$ cat src/rtl/dbg_watch_pkg.sv
`timescale 1ns/1ps
package dbg_watch_pkg;

    typedef enum logic [1:0] {
        KIND_EXEC  = 2'b00,
        KIND_WRITE = 2'b01,
        KIND_NONE  = 2'b10,
        KIND_RDWR  = 2'b11
    } watch_kind_e;

    typedef enum logic {
        RS_ARMED = 1'b0,
        RS_MUTED = 1'b1
    } resume_state_e;

    // control word layout: [4:3] length, [2:1] kind, [0] enable
    typedef struct packed {
        logic [1:0]  len;
        watch_kind_e kind;
        logic        en;
    } slot_ctrl_t;

    localparam int CTRL_W = $bits(slot_ctrl_t);

endpackage

$ cat src/rtl/dbg_watch_slot.sv
`timescale 1ns/1ps
module dbg_watch_slot
    import dbg_watch_pkg::*;
#(
    parameter int AW        = 32,
    parameter int CFG_AW    = 4,
    parameter int BASE_ADDR = 0,
    parameter int CTRL_ADDR = 4
) (
    input  logic              clk,
    input  logic              rst_n,
    input  logic              cfg_we,
    input  logic [CFG_AW-1:0] cfg_addr,
    input  logic [AW-1:0]     cfg_wdata,
    input  logic [AW-1:0]     inst_addr,
    input  logic [AW-1:0]     data_first,
    input  logic [AW:0]       data_last,
    input  logic              data_write,
    output logic              exec_match,
    output logic              data_match
);

    logic [AW-1:0] base_q;
    slot_ctrl_t    ctrl_q;
    logic [AW-1:0] keep_mask;
    logic [AW-1:0] range_lo;
    logic [AW:0]   range_hi;
    logic          dir_ok;

    always_ff @(posedge clk or negedge rst_n) begin
        if (!rst_n) begin
            base_q <= '0;
            ctrl_q <= '0;
        end else if (cfg_we) begin
            if (cfg_addr == CFG_AW'(BASE_ADDR)) base_q <= cfg_wdata;
            if (cfg_addr == CFG_AW'(CTRL_ADDR)) ctrl_q <= slot_ctrl_t'(cfg_wdata[CTRL_W-1:0]);
        end
    end

    always_comb begin
        keep_mask  = ~{{(AW-2){1'b0}}, ctrl_q.len};
        range_lo   = base_q & keep_mask;
        range_hi   = {1'b0, range_lo} | {{(AW-1){1'b0}}, ctrl_q.len};
        dir_ok     = (ctrl_q.kind == KIND_RDWR) ||
                     ((ctrl_q.kind == KIND_WRITE) && data_write);
        exec_match = ctrl_q.en && (ctrl_q.kind == KIND_EXEC) &&
                     ((inst_addr & keep_mask) == range_lo);
        data_match = ctrl_q.en && dir_ok &&
                     ({1'b0, data_first} <= range_hi) &&
                     ({1'b0, range_lo} <= data_last);
    end

endmodule

$ cat src/rtl/dbg_resume_fsm.sv
`timescale 1ns/1ps
module dbg_resume_fsm
    import dbg_watch_pkg::*;
(
    input  logic clk,
    input  logic rst_n,
    input  logic rf_load,
    input  logic rf_value,
    input  logic inst_done,
    output logic muted
);

    resume_state_e state_q, state_d;

    always_comb begin
        state_d = state_q;
        unique case (state_q)
            RS_ARMED: if (rf_load && rf_value) state_d = RS_MUTED;
            RS_MUTED: begin
                if (rf_load)        state_d = rf_value ? RS_MUTED : RS_ARMED;
                else if (inst_done) state_d = RS_ARMED;
            end
        endcase
    end

    always_ff @(posedge clk or negedge rst_n) begin
        if (!rst_n) state_q <= RS_ARMED;
        else        state_q <= state_d;
    end

    always_comb begin
        muted = (state_q == RS_MUTED);
    end

endmodule

$ cat src/rtl/dbg_watch_unit.sv
`timescale 1ns/1ps
module dbg_watch_unit
    import dbg_watch_pkg::*;
#(
    parameter  int AW        = 32,
    parameter  int NUM_SLOTS = 4,
    localparam int CFG_AW    = $clog2(2 * NUM_SLOTS + 1)
) (
    input  logic                 clk,
    input  logic                 rst_n,
    input  logic                 cfg_we,
    input  logic [CFG_AW-1:0]    cfg_addr,
    input  logic [AW-1:0]        cfg_wdata,
    input  logic                 inst_valid,
    input  logic                 inst_retire,
    input  logic [AW-1:0]        inst_addr,
    input  logic                 data_valid,
    input  logic                 data_write,
    input  logic [1:0]           data_size,
    input  logic [AW-1:0]        data_addr,
    input  logic                 rf_load,
    input  logic                 rf_value,
    output logic                 ibrk_req,
    output logic                 dbrk_req,
    output logic [NUM_SLOTS-1:0] hit_status,
    output logic                 resume_flag
);

    localparam int STATUS_ADDR = 2 * NUM_SLOTS;

    logic [NUM_SLOTS-1:0] exec_hits, data_hits, exec_rec, data_rec, status_kept;
    logic [NUM_SLOTS-1:0] status_q;
    logic [AW:0]          data_last;
    logic                 muted, dbrk_q;

    always_comb begin
        data_last = {1'b0, data_addr} +
                    (data_size[1] ? (AW+1)'(3) : (data_size[0] ? (AW+1)'(1) : '0));
    end

    for (genvar s = 0; s < NUM_SLOTS; s++) begin : g_slot
        dbg_watch_slot #(
            .AW(AW), .CFG_AW(CFG_AW),
            .BASE_ADDR(s), .CTRL_ADDR(NUM_SLOTS + s)
        ) u_slot (
            .clk(clk), .rst_n(rst_n),
            .cfg_we(cfg_we), .cfg_addr(cfg_addr), .cfg_wdata(cfg_wdata),
            .inst_addr(inst_addr), .data_first(data_addr), .data_last(data_last),
            .data_write(data_write),
            .exec_match(exec_hits[s]), .data_match(data_hits[s])
        );
    end

    dbg_resume_fsm u_resume (
        .clk(clk), .rst_n(rst_n),
        .rf_load(rf_load), .rf_value(rf_value),
        .inst_done(inst_valid && inst_retire),
        .muted(muted)
    );

    always_comb begin
        exec_rec    = (inst_valid && !muted) ? exec_hits : '0;
        data_rec    = data_valid ? data_hits : '0;
        status_kept = (cfg_we && cfg_addr == CFG_AW'(STATUS_ADDR))
                    ? (status_q & cfg_wdata[NUM_SLOTS-1:0]) : status_q;
    end

    always_ff @(posedge clk or negedge rst_n) begin
        if (!rst_n) begin
            status_q <= '0;
            dbrk_q   <= 1'b0;
        end else begin
            status_q <= status_kept | exec_rec | data_rec;
            dbrk_q   <= |data_rec;
        end
    end

    always_comb begin
        ibrk_req    = |exec_rec;
        dbrk_req    = dbrk_q;
        hit_status  = status_q;
        resume_flag = muted;
    end

endmodule

$ cat config.mk
export PLATFORM = sky130hd
export DESIGN_NAME = dbg_watch_unit
export DESIGN_NICKNAME = d
export VERILOG_FILES = /design/src/rtl/dbg_watch_pkg.sv /design/src/rtl/dbg_watch_slot.sv /design/src/rtl/dbg_resume_fsm.sv /design/src/rtl/dbg_watch_unit.sv
export SDC_FILE = /design/constraint.sdc
export NUM_CORES = 1
export LEC_CHECK = 0
export BUFFER_PORTS_ARGS = -buffer_cell sky130_fd_sc_hd__buf_2
export CORE_AREA = 8 8 188 190
export CTS_BUF_LIST = sky130_fd_sc_hd__clkbuf_16
export DETAILED_ROUTE_END_ITERATION = 16
export DIE_AREA = 0 0 196 198
export PLACE_DENSITY = 0.62
export RECOVER_POWER = 100
export SETUP_SLACK_MARGIN = 0.4
export SLEW_MARGIN = 0
export SYNTH_ARGS = -nofsm -noshare
export SYNTH_HDL_FRONTEND = slang
export SYNTH_HIERARCHICAL = 1
export SYNTH_SLANG_ARGS = --single-unit
export TNS_END_PERCENT = 1
$ cat constraint.sdc
create_clock -name clk -period 2.87 [get_ports clk]
set_input_delay 0.1435 -clock clk [delete_from_list [all_inputs] [get_ports clk]]
set_output_delay 0.1435 -clock clk [all_outputs]
set_load 0.01 [all_outputs]
# Yosys cells after proc, flatten, opt, wreduce, memory -nomap -nowiden
# Cells that the tools add are included.
[word_totals]
out_inout_bits = 7
input_bits = 111
regBits = 154
word_cells = 126
[op_classes]
n_mux = 10
order_cmp = 8
n_reduce_logical = 48
addsub = 1
n_bitwise = 20
n_eq_ne = 20
[op_table]
columns = ["cell", "n"]
rows = [
  ["32-bit by 33-bit less-or-equal comparator with 1-bit output", 8],
  ["32-bit bitwise AND", 8],
  ["32-bit equality test", 4],
  ["2-bit inverter with 32-bit output", 4],
  ["32-bit by 2-bit OR with 32-bit output", 4],
  ["32-bit by 2-bit adder with 33-bit output", 1],
  ["1-bit logical AND", 28],
  ["4-bit by 3-bit equality test with 1-bit output (second input constant)", 4],
  ["2-bit AND reduction", 8],
  ["4-bit 2-to-1 mux", 3],
  ["2-bit by 1-bit equality test with 1-bit output (second input constant)", 4],
  ["2-bit equality test (second input constant)", 4],
  ["4-bit by 2-bit equality test with 1-bit output (second input constant)", 2],
  ["2-bit logical NOT", 4],
  ["4-bit OR", 2],
  ["4-bit OR reduction", 2],
  ["1-bit 2-to-1 mux", 5],
  ["4-bit bitwise AND", 1],
  ["4-bit by 1-bit equality test with 1-bit output (second input constant)", 1],
  ["4-bit equality test (second input constant)", 1],
  ["4-bit logical NOT", 1],
  ["1-bit logical OR", 4],
  ["2-bit 2-to-1 mux", 1],
  ["1-bit one-hot mux with 2 select lines", 1],
  ["2 further kinds", 2],
]

# Depth between registers and ports, before layout
# Gate-level depths: netlist of the first run.
[depth]
word_depth = 8
ltp_mapped = 19

# Hierarchy
# The synthesis of the first run kept the hierarchy.
[modules_own_cells]
columns = ["mod", "n_inst", "seq_area_each_um2", "area_per_inst_um2", "cells_each"]
rows = [
  ["dbg_watch_slot at g_slot[1].u_slot ...", 2, 925.9, 3343.2, 392],
  ["dbg_watch_slot at g_slot[0].u_slot", 1, 925.9, 3359.5, 391],
  ["dbg_watch_slot at g_slot[3].u_slot", 1, 925.9, 3340.7, 392],
  ["dbg_watch_unit", 1, 125.1, 964.7, 123],
  ["dbg_resume_fsm", 1, 25.0, 43.8, 4],
]

# Worst setup path after synthesis of the first run
# Ideal clock, no wire load.
[synth_path]
path_type = "in2reg"
start = "input data_size[1]"
end = "register dbrk_q (netlist: dbrk_req)"
slack_ns = -0.665
path_stages = 18
t_required_ns = 2.741
n_path_buf = 1
t_arrival_ns = 3.406
setup_time_ns = 0.129
cell_sequence = "or2_2 -> ha_1 -> inv_1 -> fa_1 -> and4b_1 -> clkbuf_2 -> and4_1 -> nand4_1 -> xnor2_1 -> inv_1 -> ha_1 -> nand4_1 -> nor3_1 -> and2_1 -> o31ai_1 -> o2111ai_1 -> a211oi_2 -> o41a_1"
[synth_between]
elab_chain_len = 6
elab_cells_between_ends = 12
[synth_lines]
columns = ["element", "line_no", "rtl"]
rows = [
  ["start: declaration", "dbg_watch_unit.sv:19", "input logic [1:0] data_size,"],
  ["2-bit 2-to-1 mux", "dbg_watch_unit.sv:38", "(data_size[1] ? (AW+1)'(3) : (data_size[0] ? (AW+1)'(1) : '0));"],
  ["32-bit by 2-bit adder with 33-bit output", "dbg_watch_unit.sv:37", "data_last = {1'b0, data_addr} +"],
  ["net data_last[14]", "dbg_watch_unit.sv:33", "logic [AW:0] data_last;"],
  ["32-bit by 33-bit less-or-equal comparator with 1-bit output", "dbg_watch_slot.sv:50", "({1'b0, range_lo} <= data_last);"],
  ["1-bit logical AND", "dbg_watch_slot.sv:49", "({1'b0, data_first} <= range_hi) &&"],
  ["net data_hits[2]", "dbg_watch_unit.sv:31", "logic [NUM_SLOTS-1:0] exec_hits, data_hits, exec_rec, data_rec, status_kept;"],
  ["4-bit 2-to-1 mux", "dbg_watch_unit.sv:63", "data_rec = data_valid ? data_hits : '0;"],
  ["4-bit OR reduction", "dbg_watch_unit.sv:74", "dbrk_q <= |data_rec;"],
  ["end signal: assignment", "dbg_watch_unit.sv:74", ""],
  ["end: declaration", "dbg_watch_unit.sv:34", "logic muted, dbrk_q;"],
]
# The timed path passes the listed nets, and every way through them passes these cells.
# A chain may end at the register's enable or synchronous reset.

# Worst setup path after layout of the first run
# Same ends and word-level chain as after synthesis.

==> metrics list, run 1 <==
- Max Root-Sink Buffers: 2
- In the synthesized netlist, the number of instances is 1694.
- Syn Std Cell Area: around 14000 um2
- Data on the critical path is required at its endpoint by 3.21 ns.
- Routability-driven placement finished with a final weighted congestion of just over 1.
- Time the final worst path needs with I/O delays and setup: 3.338 ns
- Of the total synthesized cell area, the portion taken by AND, OR, NAND and NOR gates is 0.1734.
- Synth Area in Compound Gates: 0.1381
- In the routed layout, each cell is associated on average with a via count of 5.687.
- The die covers approximately 39000 um2.
- For this configuration, the core starts out at a cell density of 0.4470.
- Counting distinct cell types in the post-synthesis netlist gives 52.
- Number of search-and-repair iterations in the first detailed-routing pass: 5
- Of the total synthesized cell area, the portion taken by XOR and XNOR cells is 0.09613.
* Synth Register Bits: between 150 and 200
- Type of the worst min-delay path: input pin to flop
* Share of post-route cells with drive strength above 1: 0.2299
* Worst-path clk slew: 0.07 ns
- The synthesized design contains 0 enable-type register cells.
* Seq/Total Area, Yosys: 0.2677
- The first global-routing pass estimated 88.91 mm of wire.
* DR DRC count: 0
- Global routing finished with a remaining overflow of 0.
* Max-capacitance violation count: 4
- Setup slack after layout: -0.4684 ns
- WS Path Type: input pin to flop
- Along the worst hold path, the cell count comes to 3.
- Half-perimeter wire length of the detailed placement result: between 50 and 60 mm
- Total global routing track utilization: 0.3115
* Die X-Extent: just under 200 um
* Max Transition Viols Final: between 100 and 150
- The detail route stage leaves a number of antenna-violating nets equal to 0.
- Clock tree synthesis selected as its root buffer the cell clkbuf_16.
- Power spread over the standard cell area amounts to 585.3 nW/um2.
- The critical path starts at data_size[1].
- Logic gate share of total power: 0.483
- CTS tree: done
* Post-synth net total: approximately 2100
- Cell types occupying the most area after synthesis: dfrtp_1, ha_1, xnor2_1
- Final setup fails: 5
- Of the total synthesized cell area, the portion taken by full adders, half adders and majority gates is 0.2256.
- Synth-to-layout area growth: 27.80%
- Launch instance of the worst min-delay path: cfg_wdata[4]
- The initial antenna violation count is 0.
* Actual transition at the worst max-transition pin: around 1.8 ns
- The worst hold path terminates at g_slot[0].u_slot/base_q[4].
- Die Y-Extent: roughly 200 um
* Ant diodes: 0
* Final net count: between 2000 and 2500
- In this run the worst path has a maximum fanout of 5.
- The share of total power dissipated in sequential elements is 0.309.
* Routed WL: between 50 and 60 mm
* Part of the total power dissipated in the clock network: 0.208
- Entering global routing, the biggest net connects 63 pins.
* Number of ports placed on the die boundary: 118
- In the synthesized netlist the dominant register cell turns out to be dfrtp_1.
- The routed layout has between 10000 and 15000 vias.
* Worst setup skew after layout: roughly 0.0067 ns
- Vias in the first global route: 13860
* Detail-routed net length per standard cell: around 24 um
- LEAKAGE: approximately 9 nW
- The region available for standard cell placement spans 32210 um2.
- The worst-case IR drop observed on VDD is 454.0 uV.
* Worst setup EP type: flop
* Startpoint type of the worst setup path: input pin
- During synthesis, Yosys emitted a total of 6 warnings.
- The hold violation total from the final report came to 0.
- Row Count: 66
* FF-to-FF path depth: 10
* Wire length on met2: 27.78 mm
- Measured against the total synthesized area, the mux share comes to 0.02190.
- M1 WL: 25.99 mm
* Total net switching power: 4.629 mW
- The highest metal layer carrying signal wires in the routed design is met4.
- Summed over all nets, wire length on met3 after detailed routing comes to a little under 4 mm.
* Cell internal pwr: roughly 6.1 mW
- FF-to-FF setup slack: -0.20 ns
* Max Freq: around 300 MHz
- Averaged over all synthesized cells, the footprint is ~8.5 um2.
- In this run the tightest slew margin relative to its limit is -0.2003.
- Number of filler cells placed in the layout: around 3000
- Of all cell types, the one taking the most synthesized area is dfrtp_1.
* Reg-to-Reg Start: g_slot[0].u_slot/base_q[7]
- The design draws 10.77 mW.
- Setup repair after global routing missed its margin: true
- Fraction of registers with async set/reset: 1.000
- The tree built by TritonCTS fans out to 154 sinks.
- Number of buffers created by CTS: 17
- Of the post-synthesis cell area, the dominant cell type holds 0.2677.
* Run status: complete, but fails checks
* Utilization after layout: 0.5712
- Hold Worst Slack: 0.05206 ns
- Of the total power, the share spent switching nets is 0.4299.
- In the finished design, the share of the clock period the worst path needs comes to 1.163.
- Input and output buffers added on the ports amount to 117.
- Worst-Skew Late Latency: ~0.45 ns
- CTS built an H-tree with a depth of 4.
* Largest family of logic cells by synthesized area: adder cells
* Endpoint of the worst-slack reg-to-reg timing path: hit_status[0]
* Critical path arrival: approximately 3.7 ns
* DRC marker count from the first detailed-route iteration: 1323
* Violated checks: max-capacitance violations, max-slew violations, negative setup slack
==> synthesized netlist by cell type (all sizes together), types with 11 or more instances <==
cell,count
nand4,89
nand2,191
o21ai,149
nor2,26
a21o,16
nor3,11
clkbuf,25
nor4,30
inv,265
xor2,13
ha,258
xnor2,145
nand3,48
mux2,28
and2,12
dfrtp,154
a21oi,105
==> final cells by class <==
class	count	area [um2]	share of cell area
flip-flops and latches	154	3854	0.2095
clock inverters	14	123.9	0.006733
multi-input cells	1246	9978	0.5424
inverters	265	994.7	0.05407
well taps	408	510.5	0.02775
clock buffers	17	425.4	0.02312
repair buffers	361	2510	0.1364
==> flip-flops by register name, summed over array words and instances, names as in the netlist <==
signal / flops
dbrk_req: 1
g_slot.u_slot/base_q: 128
u_resume/muted: 1
g_slot.u_slot/ctrl_q: 20
hit_status: 4
==> logic make-up (layout without fill, tap and decap cells) <==
family          Yosys count  after routing
fa+ha+maj               259            259
flops                   154            154
mux                      28             28
buf+inv                 294            657
simple gates            461            461
xor+xnor                158            158
compound gates          340            340
==> layout by cell type (no fill, tap or decap), drive strengths merged, types with 26 or more instances in the layout <==
| master | Yosys | layout |
|---|---|---|
| ha | 258 | 258 |
| o21ai | 149 | 149 |
| nand3 | 48 | 48 |
| mux2 | 28 | 28 |
| buf | 4 | 311 |
| nand4 | 89 | 89 |
| inv | 265 | 269 |
| nor2 | 26 | 26 |
| dlygate4sd3 | 0 | 32 |
| nand2 | 191 | 191 |
| xnor2 | 145 | 145 |
| clkbuf | 25 | 35 |
| a21oi | 105 | 105 |
| nor4 | 30 | 30 |
| dfrtp | 154 | 154 |
==> stage by stage <==
step	setup WS (ns)	instances	area, um2	TNS [ns]
floorplan	-0.4989	1694	14460	-2.431
global route	-0.5500	2465	18400	-3.574
CTS	-0.4115	2464	18300	-1.973
global placement	-1.137	2391	17060	-4.916
detailed placement	-1.195	2391	17060	-5.379
finish	-0.4684	2465	18400	-2.052
==> critical path, cell delays in order <==
cell and delay (ns):
buf_6 0.07, or2_4 0.11, ha_4 0.13, inv_2 0.03, fa_2 0.33, and4b_1 0.28
buf_6 0.15, and4_4 0.26, nand4_1 0.13, xnor2_2 0.18, buf_4 0.15, inv_1 0.06
ha_4 0.27, nand4_1 0.10, buf_6 0.15, a311oi_4 0.31, a211o_1 0.19, o31ai_2 0.06
o2111ai_1 0.12, a211oi_2 0.12, o41a_1 0.32
==> worst max path at each step <==
stage                    endpoint  cells after the start
detailed placement       dbrk_req                     20
finish                   dbrk_req                     21
floorplan                dbrk_req                     17
CTS                 hit_status[0]                     21
global route             dbrk_req                     20
global placement         dbrk_req                     20
==> per-layer routing <==
metal  up-vias  global-route usage
met1      6790              0.4097
met5         -                   0
met3        91             0.05348
met2       504              0.5109
li1       6633                   -
met4         0              0.1095
==> power groups by stage <==
stage / combinational [mW] / sequential (mW) / clock (mW)
floorplan: 2.70 / 3.15 / 0
global placement: 4.79 / 3.33 / 0
detailed placement: 4.87 / 3.34 / 0
CTS: 5.04 / 3.32 / 2.27
global route: 5.68 / 3.38 / 2.37
finish: 5.20 / 3.33 / 2.24
==> repair_timing <==
| action | CTS | global route |
|---|---|---|
| resized for setup | 46 | 32 |
| hold endpoints to repair | 164 | 0 |
| setup buffers | 10 | 1 |
| pin swaps | 52 | 32 |
| setup endpoints to repair | 6 | 6 |
| hold buffers | 32 | 0 |
No activity file was read; power rests on OpenSTA's default activity.
==> inputs of run 2 (changes only) <==
--- a/config.mk
+++ b/config.mk
@@ -6,11 +6,13 @@
 export NUM_CORES = 1
 export LEC_CHECK = 0
 export BUFFER_PORTS_ARGS = -buffer_cell sky130_fd_sc_hd__buf_2
+export CELL_PAD_IN_SITES_DETAIL_PLACEMENT = 0
+export CELL_PAD_IN_SITES_GLOBAL_PLACEMENT = 1
 export CORE_AREA = 8 8 188 190
 export CTS_BUF_LIST = sky130_fd_sc_hd__clkbuf_16
 export DETAILED_ROUTE_END_ITERATION = 16
 export DIE_AREA = 0 0 196 198
-export PLACE_DENSITY = 0.62
+export PLACE_DENSITY = 0.78
 export RECOVER_POWER = 100
 export SETUP_SLACK_MARGIN = 0.4
 export SLEW_MARGIN = 0
==> constraint.sdc (replaced) <==
create_clock -name clk -period 3.4 [get_ports clk]
set_input_delay 0.17 -clock clk [delete_from_list [all_inputs] [get_ports clk]]
set_output_delay 0.17 -clock clk [all_outputs]
set_load 0.01 [all_outputs]
==> metrics list, run 2 (synthesized netlist as in run 1, its figures left out) <==
- Final setup fails: 5
- Once routing completed, OpenROAD measured the worst setup slack at -0.1624 ns.
* Count of buffer and inverter cells on the critical path: 8
- In this run the count of I/O pins placed on the die edge is 118.
- Worst-Skew Late Latency: 0.46 ns
* Share of post-route cells with drive strength above 1: 0.2005
- DRC marker count from the first detailed-route iteration: between 1000 and 1500
- CTS root buffer: clkbuf_16
- The critical path in this run is classified as input pin to flop.
* Wire length on met2: 27.68 mm
- For this design the static power due to leakage is 8.715 nW.
* Commonest non-fill, non-tap cells in the layout: inv_1, ha_1, nand2_1
- Total global routing overflow: 0
- The number of max-slew violations in the final report was between 150 and 200.
- After detailed routing, the number of remaining DRC violations is 0.
* Delay contributed by the slowest stage of the critical path: 0.33 ns
- M1 WL: ~25 mm
- Routed WL: ~60 mm
- Register name with the most flops: g_slot.u_slot/base_q
- In the finished design, the share of the clock period the worst path needs comes to 1.048.
- Number of search-and-repair iterations in the first detailed-routing pass: 7
- The hold violation total from the final report was 0.
- Clock-pin slew was measured on the worst setup and hold paths at approximately 0.070 ns.
- The path class of the tightest hold or removal check is input pin to flop.
- The signal on the critical path passes through buf_6 > or2_4 > ha_4 > inv_2 > fa_2 > and4b_1 > buf_6 > buf_6 > and4_4 > buf_4 > nand3_1 > xnor2_1 > inv_1 > ha_1 > a21oi_1 > o21ai_1 > a221oi_2 > buf_4 > o2111ai_2 > a211oi_2 > buf_4 > a22oi_1 > nand2_1.
- Met3 layer wire length in the routed design: ~4.4 mm
- Counting I/O delays and the setup requirement, the final critical path takes 3.562 ns.
* Areal power density over the cells: slightly below 500 nW/um2
* Most common cell after layout, fill and taps aside: inv_1
- Half-perimeter wire length of the detailed placement result: 49.33 mm
* H-tree levels: 4
- Dividing the detail-routed via count by the number of cells gives approximately 5.7.
- Input and output buffers added on the ports amount to around 120.
* Total global routing track utilization: 0.3101
- Final RePlAce weighted congestion: between 1 and 1.5
- The startpoint identified for the worst register-to-register timing path is g_slot[1].u_slot/base_q[31].
- The core region is 32210 um2.
* Largest net degree at the start of global routing: 66
- Max-Slew Margin vs Limit: -0.7979
- Summing internal, switching and leakage power gives 8.794 mW.
- CTS tree: done
* Peak fanout along the critical path: 4
- Final net count: 2348
* Worst vdd rail ir drop: about 400 uV
- Max-capacitance violation count: 4
- CP delay by family, top: compound AO/OA/AOI/OAI gates
- The floorplan has between 60 and 70 rows.
- The detailed router placed 13776 vias in this run.
- Number of standard cells in the final layout excluding fillers: between 2000 and 2500
* Wire length of the first global-routing pass: 88.10 mm
- Origin of the worst setup path: data_size[1]
- Area of the die: roughly 39000 um2
* Synth-to-layout area growth: 23.51%
- Including well taps, the total number of placed cells is 2319.
* Max Root-Sink Buffers: 2
- Highest routed layer: met4
* Actual transition at the worst max-transition pin: about 2.7 ns
- Antenna violation net count after detailed routing: 0
- Vias in the first global route: roughly 14000
- Max FFs per register: between 100 and 150
- Measured along the y axis, the die boundary spans about 200 um.
- The startpoint identified for the worst hold timing path is cfg_wdata[31].
- For this run, the top clock speed supported by timing is about 280 MHz.
* Run status: complete, but fails checks
- Crit path required time: roughly 3.8 ns
* Detail-routed net length per standard cell: between 20 and 25 um
- The final reports fail on max-capacitance violations, max-slew violations, negative setup slack.
* Number of antenna violations at the first check in global routing: 0
- The largest individual stage delay along the critical path comes from the cell fa_2.
- STA classifies the critical path endpoint as a flop.
* # clock sinks: between 150 and 200
* Worst setup skew after layout: ~0.0064 ns
- Critical path arrival: between 3 and 4 ns
* Startpoint type of the worst setup path: input pin
- For this configuration, the core starts out at a cell density of 0.4470.
- Buffers inserted during clock tree synthesis total 17.
* Die X-Extent: around 200 um
- Setup repair after global routing could not meet its margin everywhere.
run 2: cell count changes in the layout (fill, tap and decap cells not counted), sizes merged:
| cell | before | now |
|---|---|---|
| clkbuf | 35 | 33 |
| clkinvlp | 4 | 3 |
| inv | 269 | 270 |
| diode | 0 | 1 |
| buf | 311 | 248 |
| dlygate4sd3 | 32 | 30 |
run 2: worst paths after layout:
path / endpoint / slack [ns] / depth (start not counted)
hold / removal: g_slot[2].u_slot/base_q[31] / 0.03 / 3
setup / recovery: hit_status[2] / -0.16 / 23
min in group asynchronous: g_slot[1].u_slot/base_q[14] / 0.75 / 2
hold reg to reg: hit_status[0] / 0.54 / 2
setup reg to reg: dbrk_req / 0.27 / 9
max in group asynchronous: g_slot[1].u_slot/base_q[25] / 0.67 / 3
run 2: stage by stage:
step           TNS, ns  utilization  hold slack (ns)  cell area [um2]  setup WS, ns
5_1_grt         -2.328       0.5520          0.04291            17780       -0.3109
3_5_place_dp    -3.291       0.5120           0.2285            16490       -0.7118
3_3_place_gp    -3.078       0.5120           0.2208            16490       -0.6535
6_report       -0.5285       0.5521          0.02769            17780       -0.1624
2_1_floorplan        0            -          -0.1256            14460      0.004601
4_1_cts        -0.1200       0.5528         0.007110            17800      -0.04352
run 2: metal layers:
layer | vias to the layer above | track usage
met4 | 0 | 0.1297
met1 | 6670 | 0.3965
li1 | 6497 | -
met2 | 501 | 0.5119
met5 | - | 0
met3 | 108 | 0.05484
run 2: cell type report:
class,instances,area (um2)
Fill cell,3075,14430
Multi-Input combinational cell,1246,9847
Sequential cell,154,3854
Timing Repair Buffer,294,2018
Inverter,265,999.7
Tap cell,408,510.5
Clock buffer,17,425.4
Clock inverter,14,122.6
Antenna cell,1,2.502
run 2: what timing repair did:
| item | in CTS | in global routing |
|---|---|---|
| gates resized for setup | 54 | 15 |
| endpoints found under the hold margin | 161 | 0 |
| pin swaps | 48 | 16 |
| gates cloned | 0 | 0 |
| setup buffers | 17 | 1 |
| hold buffers | 30 | 0 |
| setup endpoints to repair | 6 | 6 |
run 2: tightest hold or removal path, delay by kind of cell:
family,cells,cell delay (ns)
AO/OA/AOI/OAI,1,0.06
buffers and inverters,1,0.15
AND/OR/NAND/NOR,1,0.06
run 2: power by group:
group | total [mW] | switching, mW | internal, mW
Clock | 1.90 | 0.891 | 1.00
Combinational | 3.92 | 2.27 | 1.65
Sequential | 2.98 | 0.697 | 2.28
==> inputs of run 3 (changes only) <==
--- a/config.mk
+++ b/config.mk
@@ -8,13 +8,12 @@
 export BUFFER_PORTS_ARGS = -buffer_cell sky130_fd_sc_hd__buf_2
 export CELL_PAD_IN_SITES_DETAIL_PLACEMENT = 0
 export CELL_PAD_IN_SITES_GLOBAL_PLACEMENT = 1
-export CORE_AREA = 8 8 188 190
+export CORE_AREA = 8 8 192 194
 export CTS_BUF_LIST = sky130_fd_sc_hd__clkbuf_16
 export DETAILED_ROUTE_END_ITERATION = 16
-export DIE_AREA = 0 0 196 198
-export PLACE_DENSITY = 0.78
+export DIE_AREA = 0 0 200 202
+export PLACE_DENSITY = 0.79
 export RECOVER_POWER = 100
-export SETUP_SLACK_MARGIN = 0.4
 export SLEW_MARGIN = 0
 export SYNTH_ARGS = -nofsm -noshare
 export SYNTH_HDL_FRONTEND = slang
==> constraint.sdc (replaced) <==
create_clock -name clk -period 2.9 [get_ports clk]
set_input_delay 0.145 -clock clk [delete_from_list [all_inputs] [get_ports clk]]
set_output_delay 0.145 -clock clk [all_outputs]
set_load 0.01 [all_outputs]
==> metrics list, run 3 (synthesized netlist as in run 1, its figures left out) <==
- Time the final worst path needs with I/O delays and setup: approximately 3.5 ns
- Sw frac: 0.4190
- Summed over all nets, the half-perimeter wirelength after detailed placement is 48.33 mm.
* Max Freq: between 200 and 300 MHz
- The worst hold path begins at cfg_wdata[4].
* Number of search-and-repair iterations in the first detailed-routing pass: 6
- LEAKAGE: 8.948 nW
* CTS tree: done
- By startpoint and endpoint, the worst setup path is classified as input pin to flop.
- Critical path arrival: 3.90 ns
- The tree is rooted in a clkbuf_16.
- Most common cell after layout, fill and taps aside: inv_1
* Routed WL: 58.10 mm
- Origin of the worst setup path: data_size[1]
- Crit path required time: between 3 and 4 ns
- Setup violations remaining at the end of the flow were counted as 5.
- The number of antenna diodes in the final layout is 0.
- Dividing the detail-routed wire length by the instance count gives 23.33 um.
- Entering global routing, the biggest net connects about 160 pins.
* Commonest non-fill, non-tap cells in the layout: inv_1, ha_1, nand2_1
- Across the run, the number of max-cap violations was 4.
- After global routing the overflow that remains totals 0.
- Worst-path clk slew: ~0.070 ns
- In the final design database the tool counted ~2400 nets.
- The number of max-slew violations in the final report was between 200 and 250.
* Number of buffers created by CTS: 17
- The longest clock path from root to sink contains 2 buffers.
- The run finished, with violations left.
- Area of the die: approximately 40000 um2
* Setup slack after layout: -0.6112 ns
- The later pin in the worst-skew pair is clocked with a latency of about 0.46 ns.
- After floorplanning, the core was divided into slightly below 70 placement rows.
- Areal power density over the cells: between 500 and 600 nW/um2
- Along the worst path, the maximum fanout reaches 6.
- Critical Path Slowest Stage Cell: fa_2
- Hold Violations, Final: 0
- Once layout is complete, the cells apart from fillers number between 2000 and 2500.
- The share of total power dissipated in sequential elements is 0.312.
- Across every metal layer, demand over resource in global routing totals 0.2901.
* Startpoint type of the worst setup path: input pin
- The detail route stage leaves a number of antenna-violating nets equal to 0.
- Die X-Extent: 200 um
* Actual transition at the worst max-transition pin: 2.328 ns
- Number of antenna violations at the first check in global routing: 0
* Hold Worst Slack: between 0.04 and 0.05 ns
- The register with the most flip-flops in the final layout is g_slot.u_slot/base_q.
- Across the VDD grid, the largest voltage drop is 483.0 uV.
- Cell internal pwr: a little over 6 mW
- Vias: 13891
- DR DRC count: 0
- From synthesis to final layout, the design area changed by 26.26%.
* # clock sinks: 154
- Total net switching power: 4.482 mW
- In the finished design, the share of the clock period the worst path needs comes to 1.211.
- Final RePlAce weighted congestion: 1.029
* Worst setup EP type: flop
* Die Y-Extent: a little over 200 um
* Detail-routed via count per cell: ~5.6
* # port buffers: 117
* Max-Slew Margin vs Limit: -0.5518
- Cells traversed along the worst timing path: buf_6 > or2_4 > ha_4 > inv_2 > fa_2 > and4b_2 > buf_12 > and4_4 > nand4_1 > xnor2_2 > buf_4 > inv_2 > ha_4 > nand4_1 > buf_4 > a311oi_2 > a211o_1 > o31ai_2 > o2111ai_2 > a211oi_2 > a22oi_2 > nand2_1
- The share of total power dissipated in the clock network is 0.232.
- The first global-routing pass estimated between 80 and 90 mm of wire.
* Worst setup skew after layout: about 0.010 ns
- The via count of the first global-routing pass was 14088.
- In this run, the number of DRC markers left after iteration 0 of detailed routing was around 1200.
- The min-delay analysis places its worst path in the category input pin to flop.
- In this run the number of H-tree levels came out at 4.
- Number of ports placed on the die boundary: around 120
- For this run, the slowest stage of the critical path takes approximately 0.33 ns.
- Max FFs per register: 128
- Share of post-route cells with drive strength above 1: 0.2103
- In the final timing run, aggregate negative setup slack is -2.493 ns.
* Core ar.: 33950 um2
* Violated checks: max-capacitance violations, max-slew violations, negative setup slack
- Logic gate share of total power: 0.456
- Setup repair after global routing missed its margin: true
* Utilization after layout: 0.5354
- After detailed placement, the design holds a cell count of 2418.
- In this run the critical register-to-register path is launched from g_slot[3].u_slot/base_q[7].
- For this configuration, the core starts out at a cell density of 0.4240.
==> run 3: metal layers <==
metal / routed length (um) / global-route usage / vias up
met3: 4070 / 0.06420 / 114
met2: 26800 / 0.4674 / 498
met4: 2442 / 0.1212 / 0
met5: 0 / 0 / -
li1: - / - / 6575
met1: 24790 / 0.3686 / 6704
==> run 3: repair_timing <==
action / CTS / global route
endpoints found under the setup margin: 6 / 6
hold endpoints to repair: 263 / 0
pin swaps: 5 / 32
gates cloned: 0 / 0
buffers inserted: 2 / 6
gates resized for setup: 14 / 33
hold buffers: 32 / 0
==> run 3: layout make-up <==
cell class / count / area, um2
Inverter: 265 / 994.7
Timing Repair Buffer: 338 / 2335
Tap cell: 455 / 569.3
Multi-Input combinational cell: 1246 / 9797
Sequential cell: 154 / 3854
Fill cell: 3160 / 15770
Clock inverter: 15 / 200.2
Clock buffer: 17 / 425.4
==> run 3: per-stage QoR <==
stage | setup slack [ns] | area, um2 | power (mW)
after floorplan | -0.4704 | 14460 | 5.787
after detailed placement | -1.126 | 16950 | 7.994
after global placement | -1.019 | 16950 | 7.874
after global routing | -0.7167 | 18170 | 11.34
final | -0.6112 | 18170 | 10.70
after CTS | -0.5249 | 18000 | 10.59
==> run 3: worst paths after layout <==
| check | endpoint | slack [ns] | depth (start not counted) |
|---|---|---|---|
| max in group asynchronous | g_slot[1].u_slot/base_q[0] | 0.36 | 3 |
| max reg2reg | hit_status[3] | -0.06 | 10 |
| min reg2reg | g_slot[3].u_slot/ctrl_q[2] | 0.55 | 1 |
| min | g_slot[1].u_slot/base_q[4] | 0.05 | 3 |
| min in group asynchronous | g_slot[0].u_slot/base_q[13] | 1.10 | 3 |
| max | hit_status[1] | -0.61 | 22 |
==> run 3: worst max-delay path: cells and delay by family <==
kind | cells | cell delay, ns
AOI/OAI and AO/OA | 6 | 1.22
xor gates and xnor gates | 1 | 0.25
adders and majority gates | 3 | 0.67
buffers and inverters | 6 | 0.57
and+or+nand+nor | 6 | 1.06
==> run 3: power groups by stage <==
stage | Clock (mW) | Sequential, mW | Combinational, mW
after floorplan | 0 | 3.12 | 2.67
after global placement | 0 | 3.34 | 4.53
after detailed placement | 0 | 3.35 | 4.64
after CTS | 2.53 | 3.33 | 4.73
after global routing | 2.60 | 3.38 | 5.36
final | 2.48 | 3.34 | 4.87
